==> config.mk <==
export PLATFORM = sky130hd
export DESIGN_NAME = ps_serial_cfg_host
export DESIGN_NICKNAME = d
export VERILOG_FILES = /design/src/rtl/ps_serial_cfg_host.sv
export SDC_FILE = /design/constraint.sdc
export NUM_CORES = 1
export LEC_CHECK = 0
export BUFFER_PORTS_ARGS = -buffer_cell sky130_fd_sc_hd__buf_2
export CAP_MARGIN = 20
export CORE_AREA = 4 4 75 91
export DETAILED_ROUTE_END_ITERATION = 10
export DIE_AREA = 0 0 79 95
export PLACE_DENSITY = 0.52
export RECOVER_POWER = 100
export SLEW_MARGIN = 20
export SYNTH_ARGS = -nofsm -noshare
export SYNTH_HDL_FRONTEND = slang
export SYNTH_SLANG_ARGS = --single-unit
export TNS_END_PERCENT = 100
==> constraint.sdc <==
create_clock -name clk -period 3.24 [get_ports clk]
set_clock_uncertainty 0.1 [all_clocks]
set_input_delay 0.648 -clock clk [delete_from_list [all_inputs] [get_ports clk]]
set_output_delay 0.648 -clock clk [all_outputs]
set_load 0.01 [all_outputs]
==> src/rtl/ps_serial_cfg_host.sv <==
module ps_serial_cfg_host #(
  parameter int DIV_HALF   = 2,
  parameter int PULSE_CLKS = 8,
  parameter int WAIT_CLKS  = 64
) (
  input  logic       clk,
  input  logic       rst_n,
  input  logic       start,
  input  logic [7:0] in_data,
  input  logic       in_valid,
  output logic       in_ready,
  output logic       tgt_reset_n,
  input  logic       tgt_ok,
  input  logic       tgt_loaded,
  input  logic       tgt_ready,
  output logic       ser_clk,
  output logic       ser_dat,
  output logic       busy,
  output logic       done,
  output logic       error
);

  localparam int M1   = (PULSE_CLKS > WAIT_CLKS) ? PULSE_CLKS : WAIT_CLKS;
  localparam int MAXC = (M1 > DIV_HALF) ? M1 : DIV_HALF;
  localparam int CW   = $clog2(MAXC + 1);
  localparam logic [CW-1:0] P_END = CW'(PULSE_CLKS - 1);
  localparam logic [CW-1:0] W_END = CW'(WAIT_CLKS - 1);
  localparam logic [CW-1:0] H_END = CW'(DIV_HALF - 1);

  typedef enum logic [2:0] {
    S_IDLE, S_PULSE, S_WOK, S_LOAD, S_SHIFT, S_TAIL, S_WINIT
  } st_t;

  st_t           st;
  logic [CW-1:0] cnt;
  logic [7:0]    sh;
  logic [2:0]    bitn;
  logic          tails;
  logic          init_q;

  assign in_ready = (st == S_LOAD) && tgt_ok && !tgt_loaded;
  assign busy     = (st != S_IDLE);

  always_ff @(posedge clk or negedge rst_n) begin
    if (!rst_n) begin
      st          <= S_IDLE;
      cnt         <= '0;
      sh          <= '0;
      bitn        <= '0;
      tails       <= 1'b0;
      init_q      <= 1'b0;
      tgt_reset_n <= 1'b1;
      ser_clk     <= 1'b0;
      ser_dat     <= 1'b0;
      done        <= 1'b0;
      error       <= 1'b0;
    end else begin
      init_q <= tgt_ready;
      case (st)
        S_IDLE: if (start) begin
          st          <= S_PULSE;
          cnt         <= '0;
          tgt_reset_n <= 1'b0;
          done        <= 1'b0;
          error       <= 1'b0;
        end
        S_PULSE: if (cnt == P_END) begin
          tgt_reset_n <= 1'b1;
          st          <= S_WOK;
          cnt         <= '0;
        end else cnt <= cnt + CW'(1);
        S_WOK: if (tgt_ok) begin
          st  <= S_LOAD;
          cnt <= '0;
        end else if (cnt == W_END) begin
          error <= 1'b1;
          st    <= S_IDLE;
        end else cnt <= cnt + CW'(1);
        S_LOAD: if (!tgt_ok) begin
          error   <= 1'b1;
          ser_clk <= 1'b0;
          ser_dat <= 1'b0;
          st      <= S_IDLE;
        end else if (tgt_loaded) begin
          st      <= S_TAIL;
          cnt     <= '0;
          tails   <= 1'b0;
          ser_dat <= 1'b0;
        end else if (in_valid) begin
          sh      <= in_data;
          ser_dat <= in_data[0];
          bitn    <= '0;
          cnt     <= '0;
          st      <= S_SHIFT;
        end else if (cnt == W_END) begin
          error <= 1'b1;
          st    <= S_IDLE;
        end else cnt <= cnt + CW'(1);
        S_SHIFT: if (!tgt_ok) begin
          error   <= 1'b1;
          ser_clk <= 1'b0;
          ser_dat <= 1'b0;
          st      <= S_IDLE;
        end else if (cnt == H_END) begin
          cnt <= '0;
          if (!ser_clk) ser_clk <= 1'b1;
          else begin
            ser_clk <= 1'b0;
            if (tgt_loaded) begin
              st      <= S_TAIL;
              tails   <= 1'b1;
              ser_dat <= 1'b0;
            end else if (bitn == 3'd7) begin
              st <= S_LOAD;
            end else begin
              bitn    <= bitn + 3'd1;
              ser_dat <= sh[1];
              sh      <= {1'b0, sh[7:1]};
            end
          end
        end else cnt <= cnt + CW'(1);
        S_TAIL: if (cnt == H_END) begin
          cnt     <= '0;
          ser_clk <= !ser_clk;
          if (ser_clk) begin
            if (tails) st <= S_WINIT;
            else tails <= 1'b1;
          end
        end else cnt <= cnt + CW'(1);
        S_WINIT: if (tgt_ready && !init_q) begin
          done <= 1'b1;
          st   <= S_IDLE;
        end else if (cnt == W_END) begin
          error <= 1'b1;
          st    <= S_IDLE;
        end else cnt <= cnt + CW'(1);
        default: st <= S_IDLE;
      endcase
    end
  end

  a_r5_dat_moves_low: assert property (@(posedge clk) disable iff (!rst_n)
    !$stable(ser_dat) |-> !ser_clk);
  a_r5_dat_held_on_rise: assert property (@(posedge clk) disable iff (!rst_n)
    $rose(ser_clk) |-> $stable(ser_dat));
  a_r2_pulse_busy: assert property (@(posedge clk) disable iff (!rst_n)
    !tgt_reset_n |-> busy);
  a_r3_no_clock_before_ok: assert property (@(posedge clk) disable iff (!rst_n)
    (st == S_WOK) |-> !ser_clk);
  a_r9_done_after_edge: assert property (@(posedge clk) disable iff (!rst_n)
    $rose(done) |-> $past(tgt_ready));
  a_r11_abort: assert property (@(posedge clk) disable iff (!rst_n)
    (st == S_SHIFT && !tgt_ok) |=> (!ser_clk && error && !busy));
  a_r12_status_exclusive: assert property (@(posedge clk) disable iff (!rst_n)
    !(done && error));
  a_r12_busy_ends_with_status: assert property (@(posedge clk) disable iff (!rst_n)
    $fell(busy) |-> (done || error));

endmodule

======== After elaboration in Yosys (flattened, before gate mapping) ========
Cells that the tools add are included.
operators by class
  add/subtract/negate cells ............... 2
  equal/unequal tests ..................... 37
  muxes and demuxes ....................... 83
  reductions and logical operators ........ 23
operators with widths
  kind                   count
  $mux W3                24
  $mux W7                10
  $mux W8                8
  $pmux W7 S7            1
  $ne A2 B2 Y1 const B   20
  $mux W1                31
  $pmux W3 S7            1
  $reduce_and A9 Y1      2
  $pmux W8 S2            1
  $eq A3 B3 Y1 const B   4
  $ne A3 B3 Y1 const B   4
  $ne A4 B4 Y1 const B   3
  $reduce_and A5 Y1      2
  $reduce_and A8 Y1      1
  $add A7 B1 Y7 const B  1
  $eq A7 B1 Y1 const B   1
  $eq A7 B3 Y1 const B   1
  $eq A7 B6 Y1 const B   1
  $reduce_and A7 Y1      1
  $reduce_bool A7 Y1     1
  $eq A3 B2 Y1 const B   2
  $pmux W1 S2            3
  $pmux W1 S3            2
  $pmux W3 S2            1
  11 further kinds       19
storage, ports and cells
  register bits ........................... 28
  bits of input ports ..................... 15
  logic and storage cells ................. 156

======== Depth between registers and ports, before layout ========
  depth after elaboration ................. 7
  depth in mapped cells ................... 8

======== Worst setup path after synthesis ========
No wires, ideal clock.
  path type ............................... reg-to-output
  start point ............................. register st[1]
  end point ............................... output busy
  arrival ................................. 1.359 ns
  required time ........................... 2.492 ns
  setup slack ............................. 1.133 ns
  cell stages (with the launch flop) ...... 5
  buffers on the path ..................... 3
  cells stage by stage .................... dfrtp_1 clkbuf_1 clkbuf_1 buf_1 or3_1
between the ends
  cells in the longest elaborated chain, start to end .. 1
RTL lines
  what                    line  RTL
  start, declared         34    st_t st;
  start signal, assigned  46    st <= S_IDLE;
  start signal, assigned  61    st <= S_PULSE;
  start signal, assigned  69    st <= S_WOK;
  $reduce_bool A3 Y1      42    assign busy = (st != S_IDLE);
  end, declared           18    output logic busy,
Every way passes these cells.

======== Final worst setup path ========
  start point ............................. register st[2]
  end point ............................... register cnt[1]
between the ends
  cells in the longest elaborated chain, start to end .. 3
RTL lines
  what                                                                 line  RTL
  $eq A3 B2 Y1 (tied with other cells)                                 59    case (st)
  $reduce_bool A7 Y1 (no line) / $ne A2 B2 Y1 (equally long branches)  --
  $reduce_and A5 Y1 (no line)                                          --
  end signal, assigned                                                 71    end else cnt <= cnt + CW'(1);
  end signal, assigned                                                 78    end else cnt <= cnt + CW'(1);
  end signal, assigned                                                 98    end else cnt <= cnt + CW'(1);
  end, declared                                                        35    logic [CW-1:0] cnt;
Several ways; a longest one is shown, not always the timed one.
A chain may end at the register's enable or synchronous reset.

==> flow_summary.toml <==
[drt]
drc = 0
drt-met1-wl_mm = 2.17
finalWirelength_mm = 4.72
wl_per_cell_um = 14.6
vias = 1717
dr_wl_met3_um = 177
drt_pre_antenna_iters = 4
drtAntennaViolNets = 0
vias_per_cell = 5.30
wl_met2_mm = 2.30
drt-initial-drc-count = 100
top_layer_used = "met4"

[yosys]
async_flop_share_pct = 100
synthesis.nets = 249
yosysTopAreaCellShare_pct = 35.0
avgSynthCellArea_um2 = 8.08
synth_edf_count = 0
synthCells = 230
synth_area_leaders = "dfrtp_1, nand2_1, o21ai_0"
synth.cell_area_um2 = 1860
ys_seq_elements = 27
ys_warn_count = 0
yosys.area.top_type = "dfrtp_1"
yosysSeqAreaShare_pct = 36.4
ys.flop_type = "dfrtp_1"
synth.distinct_cells = 51

[layout]
antennaDiodeCount = 0
final_cell_mix = "nand2_1, dfrtp_1, o21ai_0"
area_growth_pct = 9.23
layout-drive-gt1-share_pct = 10.7
finalNetCount = 262
final_common_cell = "nand2_1"

[place]
dp_hpwl_mm = 3.43
finalWeightedCongestion = 0.818
port-buffer-count = 21

[outcome]
status = "complete, no violations"

[worst_hold_path]
holdCritStartpoint = "tgt_ready"
holdPathEnd = "init_q"
hold_path_depth = 1
hold_path.class = "input port to flop"

[power_and_ir_drop]
ir_drop_uv = 292
p_leak_nw = 0.860
cellPowerDensity_nw_per_um2 = 793

[timing]
holdWs_ns = 0.380
period_minus_slack_ns = 2.58
final_max_slew_viol_count = 0
tightest_slew_ns = 1.44
slew_headroom_pct = 3.86
finalSetupViolCount = 0
max_freq_mhz = 387
final_hold_viol_count = 0
finalSetupTns_ns = 0
period_share_pct = 79.7
rsz0062_at_grt = "no"

[cts]
cts_tree = "yes"
cts_made_buffers = 3
cts_hold_buf = 0
clk_pin_slew_ns = 0.09
htree_num_levels = 1
cts_sinks = 27
clock_latency_ns = 0.28
post-cts-setup-buffers = 0
cts_resized = 0
cts-root-buf = "clkbuf_8"
clk_path_buf_depth = 2

[die]
core_area_um2 = 5970
die_w_um = 79
die-area_um2 = 7510
die_h_um = 95
rows = 31
initial_core_util_pct = 31.1
pin_count = 22

[critical_path]
path_delay_family = "simple AND/OR/NAND/NOR gates"
crit_type = "flop to flop"
cpPeakStageDelay_ns = 0.72
cp_slowest_cell = "clkbuf_1"
r2r-start = "st[2]"
path_cells = "clkbuf_1 > nand2b_1 > a21oi_1 > or3_1 > a31o_2 > a32o_1"
r2r_setup_slack_ns = 0.66
cp_num_buf_inv = 1
crit_required_ns = 3.31
critPathCaptureType = "flop"
r2r-end = "cnt[1]"
cp.arrival_ns = 2.66
start_kind = "flop"
path_max_fanout = 26
reg2reg_depth = 6

[global_routing]
overflow = 0
antenna_found_initial = 0
grt_max_degree = 31
grt_pass1_vias = 1711
grt_pass1_wl_mm = 8.12
grt_usage_pct = 13.5

[flow_run]
drv_cap = 0
sequential cells by signal (all words and copies together), names as in the netlist, 3 cells and up:
register / count
cnt: 7
bitn: 3
st: 3
sh: 7
per-layer routing:
metal | global-route usage (%) | vias to the layer above
met5 | 0 | -
met4 | 5.01 | 0
met3 | 2.19 | 5
met2 | 23.0 | 44
met1 | 17.0 | 799
li1 | - | 869
logic make-up after synthesis:
group                      after synthesis  share of synthesized area [%]
AOI/OAI and AO/OA                       77                           27.7
adders and majority gates                5                           3.23
buffers and inverters                   25                           6.13
DFF                                     27                           36.4
muxes                                    3                           1.68
and+or+nand+nor                         93                           24.8
cell usage after synthesis, types with 2 or more instances:
master	n
ha_1	4
inv_1	7
or3_1	3
nor2b_1	5
a31oi_1	12
o21bai_1	2
a222oi_1	2
buf_2	4
o22a_1	2
clkbuf_1	10
a21oi_1	16
o32a_1	2
nand2_1	30
o211ai_1	2
nor3_1	4
buf_1	2
o32ai_1	2
buf_6	2
and2_1	2
dfrtp_1	26
o21ai_0	20
nor2_1	17
nand2b_1	7
nor4_1	3
and3_1	6
nand3_1	9
o21a_1	2
mux2i_1	2
o31ai_1	3
power by group:
part           switching (mW)  internal (mW)
Clock                   0.112         0.0886
Sequential             0.0816          0.458
Combinational           0.533          0.336
Total                   0.727          0.882
stage by stage:
step                      utilization, %  power, mW  cell area, um2  worst slack [ns]  instances
after floorplan                        -       1.23            1860              1.13        230
after global placement              33.7       1.43            2020             0.869        320
after detailed placement            33.7       1.43            2020             0.848        320
after CTS                           34.5       1.64            2060              1.00        324
after global routing                34.0       1.76            2030             0.512        324
final                               34.0       1.61            2030             0.659        324
how the worst max path moves through the flow:
stage / from / end / slack [ns] / cells after the start
after CTS: st[0] / sh[3] / 1.00 / 6
after global placement: tgt_ok / cnt[5] / 0.87 / 6
after detailed placement: tgt_ok / cnt[5] / 0.85 / 6
after global routing: st[2] / cnt[1] / 0.51 / 6
after floorplan: st[1] / busy / 1.13 / 4
final: st[2] / cnt[1] / 0.66 / 6
cell type report:
| class | count | area [um2] |
|---|---|---|
| well taps | 82 | 103 |
| clock buffers | 4 | 45.0 |
| inverters | 7 | 26.3 |
| fillers | 671 | 3940 |
| multi-input cells | 178 | 1050 |
| repair buffers | 26 | 130 |
| flip-flops and latches | 27 | 677 |
(Power assumes the default switching activity.)
